===== src/rtl/xirq_pkg.sv =====
package xirq_pkg;
   localparam int unsigned DATA_W = 32;

   // register index inside a bank (address bits 4:2)
   localparam logic [2:0] RS_MASK = 3'd0;
   localparam logic [2:0] RS_EVT  = 3'd1;
   localparam logic [2:0] RS_RISE = 3'd2;
   localparam logic [2:0] RS_FALL = 3'd3;
   localparam logic [2:0] RS_SWT  = 3'd4;
   localparam logic [2:0] RS_PEND = 3'd5;
endpackage


===== src/rtl/xirq_edge.sv =====
module xirq_edge #(
   parameter int unsigned LINES = 32
) (
   input  logic             clk,
   input  logic             rst_n,
   input  logic [LINES-1:0] line_in,
   output logic [LINES-1:0] rise,
   output logic [LINES-1:0] fall
);
   logic [LINES-1:0] hist_q;

   always_ff @(posedge clk or negedge rst_n) begin
      if (!rst_n) hist_q <= '0;
      else        hist_q <= line_in;
   end

   assign rise = line_in & ~hist_q;
   assign fall = ~line_in & hist_q;
endmodule


===== src/rtl/xirq_bank.sv =====
module xirq_bank
   import xirq_pkg::*;
#(
   parameter int unsigned        LINES     = 32,
   parameter logic [DATA_W-1:0]  KEEP_MASK = '1,
   parameter logic [DATA_W-1:0]  KEEP_TRIG = '1
) (
   input  logic              clk,
   input  logic              rst_n,
   input  logic              wr_en,
   input  logic [2:0]        reg_sel,
   input  logic [DATA_W-1:0] wdata,
   input  logic [LINES-1:0]  line_in,
   output logic [DATA_W-1:0] rdata,
   output logic [LINES-1:0]  set_pulse,
   output logic [LINES-1:0]  pend_o,
   output logic [LINES-1:0]  mask_o,
   output logic [LINES-1:0]  swt_o
);
   if (LINES == 0 || LINES > DATA_W) begin : g_bad_lines
      $error("xirq_bank: LINES must be 1..DATA_W");
   end
   if (LINES < DATA_W) begin : g_chk_keep
      if ((KEEP_MASK >> LINES) != '0 || (KEEP_TRIG >> LINES) != '0) begin : g_bad_keep
         $error("xirq_bank: keep masks exceed LINES");
      end
   end

   localparam logic [LINES-1:0] KM = KEEP_MASK[LINES-1:0];
   localparam logic [LINES-1:0] KT = KEEP_TRIG[LINES-1:0];

   logic [LINES-1:0] mask_q, evt_q, rise_q, fall_q, swt_q, pend_q, pulse_q;
   logic [LINES-1:0] rise, fall, wd, hw_hit, sw_hit, clr, pend_d;
   logic             unused_wdata;

   xirq_edge #(.LINES(LINES)) u_edge (
      .clk     (clk),
      .rst_n   (rst_n),
      .line_in (line_in),
      .rise    (rise),
      .fall    (fall)
   );

   assign wd           = wdata[LINES-1:0];
   assign unused_wdata = ^wdata;

   assign hw_hit = mask_q & ((rise_q & rise) | (fall_q & fall));
   assign sw_hit = (wr_en && reg_sel == RS_SWT) ? (mask_q & wd & KT & ~swt_q) : '0;
   assign clr    = (wr_en && reg_sel == RS_PEND) ? (wd & KT) : '0;
   assign pend_d = (pend_q & ~clr) | hw_hit | sw_hit;

   always_ff @(posedge clk or negedge rst_n) begin
      if (!rst_n) begin
         mask_q  <= '0;
         evt_q   <= '0;
         rise_q  <= '0;
         fall_q  <= '0;
         swt_q   <= '0;
         pend_q  <= '0;
         pulse_q <= '0;
      end else begin
         pend_q  <= pend_d;
         pulse_q <= pend_d & ~pend_q;
         if (wr_en) begin
            case (reg_sel)
               RS_MASK: mask_q <= wd & KM;
               RS_EVT:  evt_q  <= wd & KM;
               RS_RISE: rise_q <= wd & KT;
               RS_FALL: fall_q <= wd & KT;
               RS_SWT:  swt_q  <= wd & KT;
               RS_PEND: swt_q  <= swt_q & ~clr;
               default: ;
            endcase
         end
      end
   end

   always_comb begin
      case (reg_sel)
         RS_MASK: rdata = DATA_W'(mask_q);
         RS_EVT:  rdata = DATA_W'(evt_q);
         RS_RISE: rdata = DATA_W'(rise_q);
         RS_FALL: rdata = DATA_W'(fall_q);
         RS_SWT:  rdata = DATA_W'(swt_q);
         RS_PEND: rdata = DATA_W'(pend_q);
         default: rdata = '0;
      endcase
   end

   assign set_pulse = pulse_q;
   assign pend_o    = pend_q;
   assign mask_o    = mask_q;
   assign swt_o     = swt_q;
endmodule


===== src/rtl/xirq_route.sv =====
module xirq_route #(
   parameter int unsigned L0     = 32,
   parameter int unsigned L1     = 8,
   parameter int unsigned SOLO_A = 0,
   parameter int unsigned SOLO_B = 1,
   parameter int unsigned GRP_LO = 5,
   parameter int unsigned GRP_HI = 9,
   parameter int unsigned SOLO_C = 3
) (
   input  logic [L0-1:0] set0,
   input  logic [L1-1:0] set1,
   output logic [3:0]    irq
);
   if (SOLO_A >= L0 || SOLO_B >= L0 || GRP_HI >= L0 || GRP_LO > GRP_HI) begin : g_bad_w
      $error("xirq_route: wide bank routing out of range");
   end
   if (SOLO_C >= L1) begin : g_bad_n
      $error("xirq_route: narrow bank routing out of range");
   end

   logic [L0-1:0] in_grp;
   logic          unused_set;

   for (genvar g = 0; g < L0; g++) begin : g_grp
      if (g >= GRP_LO && g <= GRP_HI) begin : g_in
         assign in_grp[g] = set0[g];
      end else begin : g_out
         assign in_grp[g] = 1'b0;
      end
   end

   assign irq[0]     = set0[SOLO_A];
   assign irq[1]     = set0[SOLO_B];
   assign irq[2]     = |in_grp;
   assign irq[3]     = set1[SOLO_C];
   assign unused_set = ^{set0, set1};
endmodule


===== src/rtl/xirq_ctrl.sv =====
module xirq_ctrl
   import xirq_pkg::*;
#(
   parameter int unsigned       ADDR_W  = 8,
   parameter int unsigned       L0      = 32,
   parameter int unsigned       L1      = 8,
   parameter logic [DATA_W-1:0] K0_MASK = 32'hFFFF_FFFF,
   parameter logic [DATA_W-1:0] K0_TRIG = 32'h007D_FFFF,
   parameter logic [DATA_W-1:0] K1_MASK = 32'h0000_00FF,
   parameter logic [DATA_W-1:0] K1_TRIG = 32'h0000_0078
) (
   input  logic              clk,
   input  logic              rst_n,
   input  logic              bus_en,
   input  logic              bus_we,
   input  logic [ADDR_W-1:0] bus_addr,
   input  logic [DATA_W-1:0] bus_wdata,
   output logic [DATA_W-1:0] bus_rdata,
   input  logic [L0+L1-1:0]  line_in,
   output logic [3:0]        irq_req
);
   if (ADDR_W < 6) begin : g_bad_addr
      $error("xirq_ctrl: ADDR_W must be at least 6");
   end

   localparam int unsigned NL = L0 + L1;

   logic              hi_ok, reg_ok, map_ok, bank_sel, wr0, wr1, unused_misc;
   logic [2:0]        reg_sel;
   logic [DATA_W-1:0] rd0, rd1;
   logic [L0-1:0]     set_b0, pend_b0, mask_b0, swt_b0;
   logic [L1-1:0]     set_b1, pend_b1, mask_b1, swt_b1;

   assign hi_ok    = (bus_addr >> 6) == '0;
   assign bank_sel = bus_addr[5];
   assign reg_sel  = bus_addr[4:2];
   assign reg_ok   = reg_sel <= RS_PEND;
   assign map_ok   = hi_ok && reg_ok;
   assign wr0      = bus_en && bus_we && map_ok && !bank_sel;
   assign wr1      = bus_en && bus_we && map_ok && bank_sel;

   xirq_bank #(.LINES(L0), .KEEP_MASK(K0_MASK), .KEEP_TRIG(K0_TRIG)) u_bank0 (
      .clk       (clk),
      .rst_n     (rst_n),
      .wr_en     (wr0),
      .reg_sel   (reg_sel),
      .wdata     (bus_wdata),
      .line_in   (line_in[L0-1:0]),
      .rdata     (rd0),
      .set_pulse (set_b0),
      .pend_o    (pend_b0),
      .mask_o    (mask_b0),
      .swt_o     (swt_b0)
   );

   xirq_bank #(.LINES(L1), .KEEP_MASK(K1_MASK), .KEEP_TRIG(K1_TRIG)) u_bank1 (
      .clk       (clk),
      .rst_n     (rst_n),
      .wr_en     (wr1),
      .reg_sel   (reg_sel),
      .wdata     (bus_wdata),
      .line_in   (line_in[NL-1:L0]),
      .rdata     (rd1),
      .set_pulse (set_b1),
      .pend_o    (pend_b1),
      .mask_o    (mask_b1),
      .swt_o     (swt_b1)
   );

   xirq_route #(.L0(L0), .L1(L1)) u_route (
      .set0 (set_b0),
      .set1 (set_b1),
      .irq  (irq_req)
   );

   assign bus_rdata   = (bus_en && !bus_we && map_ok) ? (bank_sel ? rd1 : rd0) : '0;
   assign unused_misc = ^{bus_addr[1:0], pend_b1, mask_b1, swt_b1, mask_b0, swt_b0, pend_b0};
endmodule


===== config.mk =====
export PLATFORM = sky130hd
export DESIGN_NAME = xirq_ctrl
export DESIGN_NICKNAME = d
export VERILOG_FILES = /design/src/rtl/xirq_pkg.sv /design/src/rtl/xirq_edge.sv /design/src/rtl/xirq_bank.sv /design/src/rtl/xirq_route.sv /design/src/rtl/xirq_ctrl.sv
export SDC_FILE = /design/constraint.sdc
export NUM_CORES = 1
export LEC_CHECK = 0
export ABC_AREA = 1
export CAP_MARGIN = 5
export CORE_MARGIN = 1.5
export CORE_UTILIZATION = 31
export DETAILED_ROUTE_END_ITERATION = 7
export GPL_TIMING_DRIVEN = 1
export HOLD_SLACK_MARGIN = 0.08
export SKIP_LAST_GASP = 1
export SLEW_MARGIN = 15
export SYNTH_ARGS = -nofsm -noshare
export SYNTH_HDL_FRONTEND = slang
export SYNTH_SLANG_ARGS = --single-unit

===== constraint.sdc =====
create_clock -name clk -period 2.1 [get_ports clk]
set_input_delay 0.42 -clock clk [delete_from_list [all_inputs] [get_ports clk]]
set_output_delay 0.42 -clock clk [all_outputs]
set_load 0.005 [all_outputs]

==> flow_summary.ini, run 1 <==
[outcome]
outcome = finished clean

[die]
io_pins = 120
dieArea_sq_um = 35400
dieHeight_um = 188
coreArea_sq_um = 33600
dieWidth_um = 188
initial_utilization = 0.316
row_count = 67

[placement]
io_buffers = 103
dp.cells = 1911
place.gp.congestion = 0.896
dp.final_hpwl_um = 22200

[yosys]
synth_top_family_by_area = simple AND/OR/NAND/NOR gates
synthesis.area_sq_um = 10600
synth_compound_area_frac = 0.134
synthCells = 1335
ys_top_cells_by_area = dfrtp_1 (51%), nand2_1 (12%), o21ai_0 (7.5%)
ys_warn_count = 0
synthDistinctLibCells = 31
async_flop_share = 1.00
synth-edff-count = 0
yosysTopAreaCellShare = 0.513
yosysSeqAreaShare = 0.513
synth_xor_area_frac = 0
ys_ff_latch = 218
syn_area_per_cell_sq_um = 7.96
synth-simple-area-share = 0.263
synth.area.mux_share = 0
synth_largest_area_cell = dfrtp_1
synth-main-ff-cell = dfrtp_1
synth_nets = 1419
synthAdderAreaFrac = 0

[final_layout]
layout.cells.non_filler = 1986
num-fill-cells = 3322
layout.nets = 1604
area_growth_pct = 33.5
n_antenna_cell = 0
post_route_cells_drive_above_1_share = 0.187

[sta]
fin_crit_ps = 2100
setup_tns_ps = 0
rsz0062_at_grt = true
finalCritPeriodShare = 1.00
fmax_mhz = 476
clock_skew_ps = 22.5
setup_viol = 0
tightest_slew_ps = 546
max_slew_margin = 0.636
finalMaxSlewViolations = 0
hold_violations = 0

[setup_path]
arrival_ps = 1680
crit_path_end_kind = output port
worstPathRequired_ps = 1680
regToRegSetupSlack_ps = 980
critPathMaxFanout = 7
crit_type = input port to output port
cp-start-kind = input port

[grt]
grt_overflow = 0
grt.total_usage = 0.187
grt_antenna_before_repair = 0
grt_pass1_wl_um = 52400
grt_max_degree = 62
grt_pass1_vias = 9502

[route]
totalWireLength_um = 33500
viasPerCell = 4.92
avgRoutedWirePerCell_um = 16.9
detail-route-antenna-nets = 0
drt_first_iter_violations = 784
dr.pass1.iters = 6
vias = 9766
drc = 0

[pwr]
total_power_mw = 10.4
powerDensity_nw_per_um2 = 733
swShare = 0.266
p_leak_nw = 6.86
pwr-share-clk = 0.410
seq_power_share = 0.459
peakVddDrop_mv = 0.642
intPower_mw = 7.64
p_sw_mw = 2.77
comb_power_share = 0.131

[cts]
numClockSinks = 218
clockBufferDepth = 3
path_clk_slew_ps = 60
htreeDepth = 1
root_buffer = clkbuf_16
cts_buffers = 26
cts_tree = done
clk_latency_ps = 540

[run]
drv_cap = 0

[min_path]
hp-class = input port to register
[power by group through the flow]
stage          Sequential (mW)  Combinational [mW]  Clock [mW]
2_1_floorplan             4.78               0.668           0
3_3_place_gp              4.84                1.22           0
3_5_place_dp              4.84                1.25           0
4_1_cts                   4.77                1.32        4.35
5_1_grt                   4.82                1.53        4.53
6_report                  4.78                1.37        4.26
[final timing paths]
path / from / cells past startpoint / end
max reg2reg: u_bank0.rise_q[5] / 6 / u_bank0.set_pulse[5]
min in group asynchronous: rst_n / 2 / u_bank0.set_pulse[5]
min reg2reg: u_bank0.pend_o[1] / 1 / u_bank0.set_pulse[1]
max in group asynchronous: rst_n / 3 / u_bank0.pend_o[1]
min: line_in[13] / 1 / u_bank0.u_edge.hist_q[13]
max: bus_we / 7 / bus_rdata[14]
[registers in the layout, summed over array words and instances (netlist names), 7 cells and up]
register,flops
u_bank0.mask_o,32
u_bank0.evt_q,32
u_bank0.rise_q,22
u_bank1.mask_o,8
u_bank0.fall_q,22
u_bank0.pend_o,22
u_bank0.swt_o,22
u_bank0.set_pulse,7
u_bank0.u_edge.hist_q,22
u_bank1.evt_q,8
[cells by family after synthesis]
| logic type | Yosys count |
|---|---|
| and+or+nand+nor | 621 |
| AOI/OAI and AO/OA | 276 |
| DFF | 218 |
| buffers and inverters | 220 |
[critical path: stages]
cell and delay [ps]:
clkdlybuf4s15_1 230, nor3b_4 300, nand2_4 140, buf_12 180, buf_8 140, a21oi_4 140, buf_2 140
[per-layer routing]
metal | vias up | wire length (um) | global-route usage
met3 | 53 | 1790 | 0.0270
met2 | 282 | 15800 | 0.307
met4 | 0 | 749 | 0.0477
li1 | 4729 | - | -
met1 | 4702 | 15200 | 0.257
met5 | - | 0 | 0
[metrics by stage]
stage | instance area (sq um) | worst slack, ps | hold slack [ps] | util
final | 14200 | 0.394 | 383 | 0.422
after global routing | 14200 | -38.0 | 375 | 0.422
after CTS | 14000 | -36.3 | 367 | 0.415
after detailed placement | 12800 | -1030 | 407 | 0.382
after global placement | 12800 | -1050 | 414 | 0.382
after floorplan | 10600 | 221 | 124 | -
[Yosys cell counts, types with 2 or more instances]
library cell  instances
nor2_1              104
inv_2                 6
nor3_1               21
o22ai_1               8
nand3b_1              6
o211ai_1             12
nor2_8                4
a21oi_1              72
nor2_2                2
buf_4                11
o21ai_0             159
nand3_4               2
o21ai_1              25
clkbuf_1             10
nand2_4               3
nand3_1              61
buf_6                 3
nand3_2               2
nand2_2               3
buf_2                39
nand2_1             352
buf_1                 2
nand4_1              54
clkbuf_2              2
nor2_4                5
dfrtp_1             218
inv_1               145
[area by class of cell]
type	count	area, sq um	area share
Sequential cell	218	5460	0.384
Multi-Input combinational cell	897	4560	0.321
Timing Repair Buffer	225	2220	0.156
Clock buffer	40	733	0.0516
Inverter	152	597	0.0420
Tap cell	448	561	0.0395
Clock inverter	6	68.8	0.00485
[what timing repair did]
item,in CTS,in global routing
endpoints found under the setup margin,33,33
buffers inserted,17,11
hold endpoints to repair,54,0
pin swaps,11,25
gates cloned,2,3
hold buffers,1,0
gates resized for setup,225,58
[placed cells by master (no fill, tap or decap), types with 3 or more instances in the layout]
master / count
a21oi_1: 44
nand3_1: 60
clkbuf_8: 3
clkbuf_1: 11
a21oi_4: 10
nor3_1: 19
o22ai_1: 7
buf_8: 3
o211ai_1: 12
nor2_8: 4
buf_6: 16
nand4_1: 54
o21ai_0: 151
nand3b_1: 6
dfrtp_1: 218
inv_2: 5
buf_2: 32
inv_4: 3
nand2_4: 8
buf_4: 78
nand2_1: 337
nor2_1: 92
nand2_2: 12
clkinv_2: 3
clkdlybuf4s50_1: 61
o21ai_1: 32
buf_12: 25
nor2_4: 8
a21oi_2: 18
clkbuf_16: 28
nor2_2: 11
inv_1: 141
nand3_4: 4
No activity file was read; power rests on OpenSTA's default activity.
==> inputs of run 2 (changes only) <==
RECOVER_POWER = 50   (was default)
==> run 2 against run 1 <==
  * The run now ends with setup timing left
  * Final cell count about the same
  * Register-to-register slack about the same
  * Hold slack improved by 80 ps
  * Global-route usage unchanged
  * Die area unchanged
  * Via count decreased by 0.36%
  * Critical path depth unchanged
  * Non-clock buffer count unchanged
==> flow_summary.ini, run 2 (synthesis results as in run 1) <==
[outcome]
outcome = complete, but fails checks
violations = setup timing

[route]
dr.pass1.iters = 5
detail-route-antenna-nets = 0
totalWireLength_um = 33400
drt_first_iter_violations = 745
drc = 0
vias = 9731
viasPerCell = 4.90
avgRoutedWirePerCell_um = 16.8

[cts]
root_buffer = clkbuf_16
clockBufferDepth = 3
clk_latency_ps = 540
cts_buffers = 26
htreeDepth = 1
numClockSinks = 218
cts_tree = done
path_clk_slew_ps = 50

[pwr]
total_power_mw = 10.4
powerDensity_nw_per_um2 = 734
p_leak_nw = 6.83
peakVddDrop_mv = 0.640

[setup_path]
cp-start-kind = input port
r2r-start = u_bank0.rise_q[5]
critPathMaxFanout = 7
worstPathRequired_ps = 1680
ff2ff_path_depth = 6
crit_path_end_kind = output port
critPathLaunch = bus_we
crit_type = input port to output port
arrival_ps = 1680

[die]
row_count = 67
coreArea_sq_um = 33600
dieArea_sq_um = 35400
dieWidth_um = 188
io_pins = 120
initial_utilization = 0.316
dieHeight_um = 188

[grt]
grt_pass1_vias = 9502
grt_overflow = 0
grt_antenna_before_repair = 1
grt_pass1_wl_um = 52400
grt.total_usage = 0.187
grt_max_degree = 62

[sta]
tightest_slew_ps = 914
setup_slack_ps = -0.359
finalMaxSlewViolations = 0
finalCritPeriodShare = 1.00
setup_tns_ps = -0.359
rsz0062_at_grt = true
max_slew_margin = 0.391
hold_violations = 0
clock_skew_ps = 25.0
fmax_mhz = 476
fin_crit_ps = 2100
setup_viol = 1

[final_layout]
layout.cells.non_filler = 1987
design_area_sq_um = 14100
post_route_cells_drive_above_1_share = 0.185
area_growth_pct = 33.0
mostFrequentLayoutCells = nand2_1 (337), dfrtp_1 (218), o21ai_0 (151)
layout.nets = 1604
final_common_cell = nand2_1
num-fill-cells = 3331

[min_path]
hp-class = input port to register
min_from = bus_wdata[17]
worstHoldPathCells = 3

[placement]
io_buffers = 103
dp_slack_ps = -1030
place.gp.congestion = 0.896
dp.final_hpwl_um = 22200
place_area_sq_um = 12800
dp.cells = 1911

[run]
drv_cap = 0
[run 2: cell types whose count changed in the layout (fill, tap and decap cells not counted), sizes merged]
| cell | delta |
|---|---|
| diode | +1 |
| clkdlybuf4s50 | -26 |
| dlygate4sd3 | +26 |
| clkbuf | +8 |
| buf | -8 |
[run 2: what timing repair did]
action                                 in CTS  in global routing
buffers inserted                           17                 11
hold buffers                                1                  0
gates resized for setup                   225                 58
endpoints found under the hold margin      54                  0
setup endpoints to repair                  33                 33
cloned                                      2                  3
pin swaps                                  11                 25
[run 2: per-stage QoR]
step / hold slack [ps] / util
2_1_floorplan: 124 / -
3_3_place_gp: 414 / 0.382
3_5_place_dp: 407 / 0.382
5_1_grt: 477 / 0.421
4_1_cts: 367 / 0.415
6_report: 463 / 0.421
[run 2: worst paths after layout]
| kind | slack [ps] | end |
|---|---|---|
| max in group asynchronous | 300 | u_bank1.mask_o[5] |
| min in group asynchronous | 590 | u_bank0.u_edge.hist_q[3] |
| min reg2reg | 470 | u_bank0.set_pulse[1] |
| max | -0.4 | bus_rdata[14] |
| max reg2reg | 970 | u_bank0.set_pulse[5] |
| min | 460 | u_bank0.mask_o[17] |
[run 2: layout make-up]
type | count | area, sq um | area share
Inverter | 152 | 597 | 0.0422
Sequential cell | 218 | 5460 | 0.386
Antenna cell | 1 | 2.50 | 0.000177
Timing Repair Buffer | 225 | 2160 | 0.153
Multi-Input combinational cell | 897 | 4560 | 0.323
Clock inverter | 6 | 68.8 | 0.00487
Tap cell | 448 | 561 | 0.0396
Clock buffer | 40 | 733 | 0.0519
[run 2: critical path, cell delays in order]
cell	delay [ps]
clkdlybuf4s15_1	230
nor3b_4	300
nand2_4	130
buf_12	180
buf_8	140
a21oi_4	140
buf_2	140
[run 2: power by group]
| part | switching [mW] | internal [mW] |
|---|---|---|
| combinational | 0.798 | 0.542 |
| sequential | 0.219 | 4.56 |
| clock | 1.74 | 2.52 |
[run 2: per-layer routing]
layer  routed length, um  vias to the layer above  track usage
met5                   0                        -            0
met4                 797                        0       0.0477
met3                1910                       55       0.0270
met2               15700                      311        0.307
met1               15000                     4636        0.257
li1                    -                     4729            -
==> inputs of run 3 (changes only) <==
GPL_ROUTABILITY_DRIVEN = 0   (was default)
==> results of run 3 <==
Same layout as run 2: the final DEF is identical, and so are final timing and power.
